## src/rtl/uart_irq_pkg.sv

```systemverilog
package uart_irq_pkg;
  localparam int unsigned IRQ_LINES = 6;
  localparam int unsigned POS_RX    = 0;
  localparam int unsigned POS_TX    = 1;
  localparam int unsigned POS_RTO   = 2;
  localparam int unsigned POS_MS    = 3;
  localparam int unsigned MS_N      = 4;
  localparam int unsigned POS_ERR   = POS_MS + MS_N;
  localparam int unsigned OFS_DATA  = 0;
  localparam int unsigned OFS_MASK  = 4;
  localparam int unsigned OFS_RAW   = 8;
  localparam int unsigned OFS_MSKD  = 12;
  localparam int unsigned OFS_CLR   = 16;

  typedef enum logic [2:0] {
    LINE_ALL = 3'd0,
    LINE_RX  = 3'd1,
    LINE_TX  = 3'd2,
    LINE_RTO = 3'd3,
    LINE_MS  = 3'd4,
    LINE_ERR = 3'd5
  } line_e;
endpackage

```

## src/rtl/uart_irq_status.sv

```systemverilog
module uart_irq_status
  import uart_irq_pkg::*;
#(
  parameter int unsigned ERR_N = 4,
  parameter int unsigned ST_W  = POS_ERR + ERR_N
) (
  input  logic             clk,
  input  logic             rst_n,
  input  logic             ev_rx,
  input  logic             ev_tx,
  input  logic             ev_rto,
  input  logic [ERR_N-1:0] ev_err,
  input  logic             ms_upd,
  input  logic [MS_N-1:0]  ms_lvl,
  input  logic             clr_en,
  input  logic [ST_W-1:0]  clr_bits,
  output logic [ST_W-1:0]  raw_o
);
  logic [ST_W-1:0] raw_q;
  logic [ST_W-1:0] raw_d;
  logic [ST_W-1:0] set_vec;
  logic            raw_en;

  always_comb begin
    set_vec                     = '0;
    set_vec[POS_RX]             = ev_rx;
    set_vec[POS_TX]             = ev_tx;
    set_vec[POS_RTO]            = ev_rto;
    set_vec[ST_W-1:POS_ERR]     = ev_err;
    raw_d = raw_q;
    if (clr_en) raw_d = raw_d & ~clr_bits;
    if (ms_upd) raw_d[POS_MS +: MS_N] = ms_lvl;
    raw_d  = raw_d | set_vec;
    raw_en = clr_en | ms_upd | (|set_vec);
  end

  always_ff @(posedge clk or negedge rst_n) begin
    if (!rst_n)      raw_q <= '0;
    else if (raw_en) raw_q <= raw_d;
  end

  assign raw_o = raw_q;

  // a set pulse survives a clear of the same bit
  a_r6_rx_set_wins: assert property (@(posedge clk) disable iff (!rst_n)
    ev_rx |=> raw_o[POS_RX]);
  a_r6_tx_set_wins: assert property (@(posedge clk) disable iff (!rst_n)
    ev_tx |=> raw_o[POS_TX]);
  // a lone clear removes all selected bits
  a_r3_clear_bits: assert property (@(posedge clk) disable iff (!rst_n)
    (clr_en && !ev_rx && !ev_tx && !ev_rto && (ev_err == '0) && !ms_upd)
    |=> ((raw_o & $past(clr_bits)) == '0));
  // modem bits mirror the levels after an update
  a_r7_modem_reload: assert property (@(posedge clk) disable iff (!rst_n)
    ms_upd |=> (raw_o[POS_MS +: MS_N] == $past(ms_lvl)));
endmodule

```

## src/rtl/uart_irq_regif.sv

```systemverilog
module uart_irq_regif
  import uart_irq_pkg::*;
#(
  parameter int unsigned ADDR_W = 8,
  parameter int unsigned DATA_W = 32,
  parameter int unsigned ST_W   = 11
) (
  input  logic              clk,
  input  logic              rst_n,
  input  logic              bus_valid,
  input  logic              bus_write,
  input  logic [ADDR_W-1:0] bus_addr,
  input  logic [DATA_W-1:0] bus_wdata,
  input  logic [ST_W-1:0]   raw_i,
  output logic [ST_W-1:0]   mask_o,
  output logic              clr_en_o,
  output logic [ST_W-1:0]   clr_bits_o,
  output logic              tx_wr_o,
  output logic              rvalid_o,
  output logic [DATA_W-1:0] rdata_o
);
  logic              wr_req, rd_req;
  logic              hit_data, hit_mask, hit_raw, hit_mskd, hit_clr;
  logic [ST_W-1:0]   mask_q;
  logic              mask_en;
  logic [DATA_W-1:0] rdata_q, rdata_d;
  logic              rvalid_q;
  logic              unused_wdata_hi;

  assign wr_req   = bus_valid & bus_write;
  assign rd_req   = bus_valid & ~bus_write;
  assign hit_data = (bus_addr == ADDR_W'(OFS_DATA));
  assign hit_mask = (bus_addr == ADDR_W'(OFS_MASK));
  assign hit_raw  = (bus_addr == ADDR_W'(OFS_RAW));
  assign hit_mskd = (bus_addr == ADDR_W'(OFS_MSKD));
  assign hit_clr  = (bus_addr == ADDR_W'(OFS_CLR));

  assign mask_en    = wr_req & hit_mask;
  assign clr_en_o   = wr_req & hit_clr;
  assign clr_bits_o = bus_wdata[ST_W-1:0];
  assign tx_wr_o    = wr_req & hit_data;
  assign unused_wdata_hi = ^bus_wdata[DATA_W-1:ST_W];

  always_comb begin
    rdata_d = '0;
    if (hit_mask)      rdata_d[ST_W-1:0] = mask_q;
    else if (hit_raw)  rdata_d[ST_W-1:0] = raw_i;
    else if (hit_mskd) rdata_d[ST_W-1:0] = raw_i & mask_q;
  end

  always_ff @(posedge clk or negedge rst_n) begin
    if (!rst_n)       mask_q <= '0;
    else if (mask_en) mask_q <= bus_wdata[ST_W-1:0];
  end

  always_ff @(posedge clk or negedge rst_n) begin
    if (!rst_n) begin
      rvalid_q <= 1'b0;
      rdata_q  <= '0;
    end else begin
      rvalid_q <= rd_req;
      if (rd_req) rdata_q <= rdata_d;
    end
  end

  assign mask_o   = mask_q;
  assign rvalid_o = rvalid_q;
  assign rdata_o  = rdata_q;

  // a mask write replaces the whole mask
  a_r4_mask_replace: assert property (@(posedge clk) disable iff (!rst_n)
    (wr_req && hit_mask) |=> (mask_o == $past(bus_wdata[ST_W-1:0])));
  // read data valid exactly one cycle after a read request
  a_r10_read_latency: assert property (@(posedge clk) disable iff (!rst_n)
    rd_req |=> rvalid_o);
  a_r10_no_spurious: assert property (@(posedge clk) disable iff (!rst_n)
    !rd_req |=> !rvalid_o);
  // masked status read returns raw AND mask
  a_r2_masked_read: assert property (@(posedge clk) disable iff (!rst_n)
    (rd_req && hit_mskd) |=> (rdata_o[ST_W-1:0] == $past(raw_i & mask_o)));
endmodule

```

## src/rtl/uart_irq_route.sv

```systemverilog
module uart_irq_route
  import uart_irq_pkg::*;
#(
  parameter int unsigned ST_W = 11
) (
  input  logic                 clk,
  input  logic                 rst_n,
  input  logic [ST_W-1:0]      raw_i,
  input  logic [ST_W-1:0]      mask_i,
  output logic [IRQ_LINES-1:0] irq_o
);
  function automatic logic [ST_W-1:0] group_sel(input line_e line);
    logic [ST_W-1:0] g;
    g = '0;
    case (line)
      LINE_ALL: g = '1;
      LINE_RX:  g[POS_RX]  = 1'b1;
      LINE_TX:  g[POS_TX]  = 1'b1;
      LINE_RTO: g[POS_RTO] = 1'b1;
      LINE_MS:  g[POS_MS +: MS_N] = '1;
      default:  g[ST_W-1:POS_ERR] = '1;
    endcase
    return g;
  endfunction

  logic [ST_W-1:0]      pend;
  logic [IRQ_LINES-1:0] irq_d;
  logic [IRQ_LINES-1:0] irq_q;

  assign pend = raw_i & mask_i;

  generate
    for (genvar l = 0; l < IRQ_LINES; l++) begin : g_line
      localparam logic [ST_W-1:0] SEL = group_sel(line_e'(l));
      assign irq_d[l] = |(pend & SEL);
    end
  endgenerate

  always_ff @(posedge clk or negedge rst_n) begin
    if (!rst_n) irq_q <= '0;
    else        irq_q <= irq_d;
  end

  assign irq_o = irq_q;

  // combined line follows any masked bit, one cycle later
  a_r9_combined: assert property (@(posedge clk) disable iff (!rst_n)
    1'b1 |=> (irq_o[0] == (|$past(raw_i & mask_i))));
  // receive line
  a_r9_rx_line: assert property (@(posedge clk) disable iff (!rst_n)
    1'b1 |=> (irq_o[1] == $past(raw_i[POS_RX] & mask_i[POS_RX])));
  // error line
  a_r9_err_line: assert property (@(posedge clk) disable iff (!rst_n)
    1'b1 |=> (irq_o[5] == (|$past(raw_i[ST_W-1:POS_ERR] & mask_i[ST_W-1:POS_ERR]))));
endmodule

```

## src/rtl/uart_irq_router.sv

```systemverilog
module uart_irq_router
  import uart_irq_pkg::*;
#(
  parameter int unsigned ADDR_W = 8,
  parameter int unsigned ERR_N  = 4
) (
  input  logic                 clk,
  input  logic                 rst_n,
  input  logic                 bus_valid,
  input  logic                 bus_write,
  input  logic [ADDR_W-1:0]    bus_addr,
  input  logic [31:0]          bus_wdata,
  output logic                 bus_rvalid,
  output logic [31:0]          bus_rdata,
  input  logic                 ev_rx,
  input  logic                 ev_tx,
  input  logic                 ev_rto,
  input  logic [ERR_N-1:0]     ev_err,
  input  logic                 modem_upd,
  input  logic [MS_N-1:0]      modem_lvl,
  output logic [IRQ_LINES-1:0] irq_out
);
  localparam int unsigned ST_W = POS_ERR + ERR_N;

  logic [1:0]      rst_pipe;
  logic            rst_core_n;
  logic [ST_W-1:0] raw, mask, clr_bits;
  logic            clr_en, tx_wr;

  always_ff @(posedge clk or negedge rst_n) begin
    if (!rst_n) rst_pipe <= '0;
    else        rst_pipe <= {rst_pipe[0], 1'b1};
  end
  assign rst_core_n = rst_pipe[1];

  uart_irq_regif #(.ADDR_W(ADDR_W), .DATA_W(32), .ST_W(ST_W)) regif_i (
    .clk(clk), .rst_n(rst_core_n),
    .bus_valid(bus_valid), .bus_write(bus_write),
    .bus_addr(bus_addr), .bus_wdata(bus_wdata),
    .raw_i(raw), .mask_o(mask),
    .clr_en_o(clr_en), .clr_bits_o(clr_bits), .tx_wr_o(tx_wr),
    .rvalid_o(bus_rvalid), .rdata_o(bus_rdata)
  );

  uart_irq_status #(.ERR_N(ERR_N), .ST_W(ST_W)) status_i (
    .clk(clk), .rst_n(rst_core_n),
    .ev_rx(ev_rx), .ev_tx(ev_tx | tx_wr), .ev_rto(ev_rto), .ev_err(ev_err),
    .ms_upd(modem_upd), .ms_lvl(modem_lvl),
    .clr_en(clr_en), .clr_bits(clr_bits), .raw_o(raw)
  );

  uart_irq_route #(.ST_W(ST_W)) route_i (
    .clk(clk), .rst_n(rst_core_n),
    .raw_i(raw), .mask_i(mask), .irq_o(irq_out)
  );

  // a data-register write marks the transmit bit
  a_r8_data_write_tx: assert property (@(posedge clk) disable iff (!rst_core_n)
    (bus_valid && bus_write && (bus_addr == ADDR_W'(OFS_DATA))) |=> raw[POS_TX]);
endmodule

```

## config.mk

```make
export PLATFORM = sky130hd
export DESIGN_NAME = uart_irq_router
export DESIGN_NICKNAME = d
export VERILOG_FILES = /design/src/rtl/uart_irq_pkg.sv /design/src/rtl/uart_irq_status.sv /design/src/rtl/uart_irq_regif.sv /design/src/rtl/uart_irq_route.sv /design/src/rtl/uart_irq_router.sv
export SDC_FILE = /design/constraint.sdc
export NUM_CORES = 1
export LEC_CHECK = 0
export BUFFER_PORTS_ARGS = -buffer_cell sky130_fd_sc_hd__buf_2
export CORE_ASPECT_RATIO = 0.6
export CORE_MARGIN = 2
export CORE_UTILIZATION = 24
export CTS_BUF_LIST = sky130_fd_sc_hd__clkbuf_4 sky130_fd_sc_hd__clkbuf_8
export DETAILED_ROUTE_END_ITERATION = 8
export HOLD_SLACK_MARGIN = 0.05
export PLACE_DENSITY = 0.49
export REMOVE_ABC_BUFFERS = 1
export SYNTH_ARGS = -nofsm -noshare
export SYNTH_HDL_FRONTEND = slang
export SYNTH_HIERARCHICAL = 1
export SYNTH_SLANG_ARGS = --single-unit
```

## constraint.sdc

```tcl
create_clock -name clk -period 3.2 [get_ports clk]
set_clock_uncertainty 0.1 [all_clocks]
set_input_delay 0.16 -clock clk [delete_from_list [all_inputs] [get_ports clk]]
set_output_delay 0.16 -clock clk [all_outputs]
set_load 0.01 [all_outputs]
```

Yosys cells after proc, flatten, opt, wreduce, memory -nomap -nowiden
Index checks and enable logic that the tools add are counted.
Widths: inputs -> output; s select.
{ "word_totals": {"reg_bits": 42, "elab_cells": 33, "input_bits": 56, "out_inout_bits": 39} }
{ "op_classes": {"n_reduce_logical": 5, "bitwise_logic": 13, "eq_ne": 4, "muxes": 5} }
{ "ops": {"columns": ["cell", "count"], "rows": [
  ["$mux 11", 4],
  ["$and 11x11->11", 2],
  ["$eq 8x4->1 const B", 2],
  ["$not 11->11", 1],
  ["$or 11x11->11", 1],
  ["$reduce_or 11->1", 1],
  ["$eq 8x3->1 const B", 1],
  ["$eq 8x5->1 const B", 1],
  ["$logic_not 8->1", 1],
  ["$reduce_or 4->1", 2],
  ["$reduce_or 7->1", 1],
  ["$and 1x1->1", 5],
  ["$mux 4", 1],
  ["$or 1x1->1", 3],
  ["$not 1->1", 1]
]} }

Depth between registers and ports, before layout
{ "logic_depth": {"word_depth": 5, "depth_mapped": 6, "mapped_depth_nobuf": 5} }

Modules after synthesis
Netlist, hierarchy kept.
{ "by_module_without_submodules": {"columns": ["module", "area_per_inst_um2", "instances", "seq_area_each_um2", "cells_per_inst"], "rows": [
  ["uart_irq_regif", 1307.5, 1, 575.6, 120],
  ["uart_irq_status", 444.2, 1, 275.3, 38],
  ["uart_irq_route", 230.2, 1, 150.1, 17],
  ["uart_irq_router", 60.1, 1, 50.0, 4]
]} }

Worst setup path before layout
OpenSTA, ideal clock, no wires.
{ "synth_path": {"kind": "in2reg", "from": "in bus_addr[0]", "to": "reg status_i.raw_q[0], in the netlist status_i/raw_o[0]", "arrival_time_ps": 1208, "path_buffers": 1, "setup_ps": 118, "setup_slack_ps": 1774, "stages": 6, "t_required_ps": 2982, "cell_sequence": "nor4b_2 > nand2_1 > nor3_1 > buf_6 > nand2_1 > a21o_1"} }
{ "synth_via": {"word_cells_on_any_way": 10, "cone_classes": "1 x eq/ne; 1 x mux; 6 x bitwise; 2 x reduce/logical"} }
{ "synth_rtl": {"columns": ["item", "line_no", "source"], "rows": [
  ["start, declared", "uart_irq_router.sv:11", "input logic [ADDR_W-1:0] bus_addr,"],
  ["$eq 8x5->1 *", "uart_irq_regif.sv:36", "assign hit_clr = (bus_addr == ADDR_W'(OFS_CLR));"],
  ["$and 1x1->1 *", "uart_irq_regif.sv:39", "assign clr_en_o = wr_req & hit_clr;"],
  ["via clr_en", "uart_irq_router.sv:28", "logic clr_en, tx_wr;"],
  ["$mux 11 or $or 1x1->1 (tied branches)", "uart_irq_status.sv:31, uart_irq_status.sv:34", null],
  ["$or 11x11->11 or $or 1x1->1 (tied branches)", "uart_irq_status.sv:33, uart_irq_status.sv:34", null],
  ["end signal, assigned", "uart_irq_status.sv:39", "else if (raw_en) raw_q <= raw_d;"],
  ["end, declared", "uart_irq_status.sv:19", "logic [ST_W-1:0] raw_q;"]
]} }
Mark *: on every way through the listed nets, which the timed path passes. The rest lies on a longest branch.
A chain may end at the register's enable or synchronous reset.

Worst setup path in the final report
{ "layout_path": {"from": "in bus_addr[0]", "to": "reg status_i.raw_q[8], in the netlist status_i/raw_o[8]"} }
The elaborated chain is that of the path after synthesis.

==> impl_results.md <==
* ANT cells at 0
* Clk pwr share at 34.7%
* Post-synth EDFFs at 0
* Switching part of the total at 24.67%
* Peak supply drop at 0.1655 mV
* Max Cap Violations at 0
* Area grow syn2layout at 29.23%
* DP Area at 2243 µm²
* Post-synthesis cell type count at 31
* Area leader, netlist: dfrtp_1
* Final min period at 1844 ps
* Post-route cell area at 2639 µm²
* Worst hold path type: in -> reg
* P_sw at 0.2598 mW
* Fin crit share at 57.63%
* PwrDens at between 300 and 400 nW/µm²
* Dpl ws at 1305 ps
* Cts bufs inserted at 5
* Slew Limit Fails at 0
* Fin Setup TNS at 0 ps
* Top FF cell, synth: dfrtp_1
* Critical path arrival at 1930 ps
* Initial antenna violation count at 0
* Worst EP required at 3280 ps
* H-tree depth at 2
* Internal at 0.7934 mW
* F_max at about 540 MHz
* Clock sink count at 42
* Synth area leaders: dfrtp_1 (51%), buf_4 (12%), mux2_4 (7.4%)
* CTS tree: done
* RSZ-0062 raised after global routing: false
* Util after Layout at 31.44%
* All-Layer GR Usage at between 10% and 20%
* FP Rows at 26
* Fin worst setup slack at 1356 ps
* Cells after Synth at roughly 180
* Mapped Area at 2042 µm²
* Count of port buffers added during placement at 52
* Remaining DRCs at 0
* Ys Warns at 6
* Final setup fails at 0
* Seq/Total Area, Yosys at 51.47%
* Startpoint class of the critical path: input pin
* CTS clk-pin slew, worst paths at around 80 ps
* Routed WL per cell at approximately 13 µm
* Mean Syn Cell Area at 11.41 µm²
* Via count at 1,433
* Die area at 9286 µm²
* Vias in the first global route at about 1,500
* Core area at 8393 µm²
* Die height at ~75 µm
* Layout cell share with drive strength beyond 1 at 31.87%
* Crit end category: flop
* Worst skew pair latency at 290 ps
* GRT overflow at 0
* Initial DRC Count at 81
* Seq cells post-synth at 42
* First-pass GRT wire length at 7596 µm
* Top cell type's share of synthesized area at 51.47%
* CP Class: in -> reg
* RePlAce Congestion at ~0.72
* Leakage power at 1.299 nW
* Io pins at 95
* Combinational power share at 11.6%
* Hold Slack at between 60 and 70 ps
* Register share of total power at 53.7%
* Detailed Routing Iterations Pass 1 at 4
* Largest net degree at the start of global routing at 41
* Final #Nets at approximately 310
* Root Buffer: clkbuf_8
* Slew margin rel. at 21.85%
* Status: complete, no violations
* Final WL at about 4700 µm
* Hold Violations, Final at 0
* Worst slew pin tran at 1167 ps
* Post-cts sizing count at 0
* Crit path max fanout at 11
* Initial Utilization at 24.33%
* Dpl hpwl at 3218 µm
* CTS max path bufs at 2
* FFs w/ async S/R, synth at 100.0%
* Chip width at 123.1 µm
* Via density at 3.948
* Antenna Violating Nets Remaining at 0
power by group through the flow:
stage / clock, mW / sequential, mW / combinational, mW
finish: 0.365 / 0.566 / 0.122
global route: 0.419 / 0.571 / 0.135
CTS: 0.383 / 0.567 / 0.123
detailed placement: 0 / 0.578 / 0.0959
global placement: 0 / 0.578 / 0.0948
floorplan: 0 / 0.576 / 0.0472
routing by layer:
metal	wire (µm)	vias to the layer above	GRT usage [%]
met4	40	0	3.030
met1	2350	683	14.69
met2	2038	35	17.50
met3	303	7	3.967
li1	-	708	-
met5	0	-	0
worst max-delay path, stage by stage:
cell and delay [ps]:
buf_2 110, nor4b_2 330, nand2_1 120, nor3_1 180, buf_4 230, nand2_1 70, a21o_1 170, dlygate4sd3_1 550
final timing paths:
| kind | startpoint | end | slack [ps] | cells past startpoint |
|---|---|---|---|---|
| worst min-delay path | modem_upd | status_i/raw_o[6] | 70 | 2 |
| min in group asynchronous | rst_n | rst_pipe[1] | 80 | 2 |
| worst max register to register | status_i/raw_o[7] | route_i/irq_o[0] | 1660 | 3 |
| max in group asynchronous | rst_pipe[1] | status_i/raw_o[3] | 2110 | 0 |
| worst min register to register | rst_pipe[0] | rst_pipe[1] | 260 | 0 |
| worst max-delay path | bus_addr[0] | status_i/raw_o[8] | 1360 | 8 |
metrics by stage:
step | instances | power [mW]
after CTS | 363 | 1.072
after global routing | 363 | 1.125
after global placement | 325 | 0.6723
after detailed placement | 325 | 0.6736
final | 363 | 1.053
after floorplan | 160 | 0.6228
cells in the final DEF (no fill, tap or decap), types with 2 or more instances in the layout:
cell type / n
a22oi_1: 2
clkbuf_8: 6
nor3_1: 2
o22ai_1: 11
dfrtp_1: 41
o21ai_1: 2
inv_1: 3
mux2_4: 10
conb_1: 22
dlygate4sd3_1: 30
buf_2: 52
a22oi_2: 2
o31ai_1: 11
a21bo_1: 3
a21o_1: 7
nand2_1: 26
and2_1: 3
or2_1: 2
sequential cells by signal, summed over array words and instances (netlist names):
name              flops
regif_i/rvalid_o      1
rst_pipe              2
regif_i/mask_o       11
route_i/irq_o         6
regif_i/rdata_o      11
status_i/raw_o       11
cell usage after synthesis, drive strengths merged, types with 2 or more instances:
cell type	instances
a21o	7
nand2	26
or2	2
o22ai	11
and2	3
nor3	2
o31ai	11
a21bo	4
a22oi	4
conb	2
buf	35
clkbuf	4
dfrtp	42
inv	3
o21ai	4
mux2	11
cell type report:
type	count	area, µm²
fillers	891	5754
flip-flops and latches	42	1052
multi-input cells	115	772.0
repair buffers	83	568.0
well taps	112	140.1
clock buffers	7	90.09
inverters	3	11.26
clock inverters	1	5.005
cells by family (layout without fill, tap and decap cells):
| group | after synthesis | in the layout | share of synthesized area, % |
|---|---|---|---|
| buffers and inverters | 42 | 94 | 14.40 |
| AO/OA/AOI/OAI | 42 | 42 | 15.44 |
| other | 2 | 22 | 0.3678 |
| AND/OR/NAND/NOR | 40 | 40 | 10.42 |
| multiplexers | 11 | 11 | 7.904 |
| flip-flops | 42 | 42 | 51.47 |
repair_timing:
item	4_1_cts	5_1_grt
setup buffers	0	0
hold buffers	30	0
hold endpoints to repair	24	0
(Power assumes the default switching activity.)
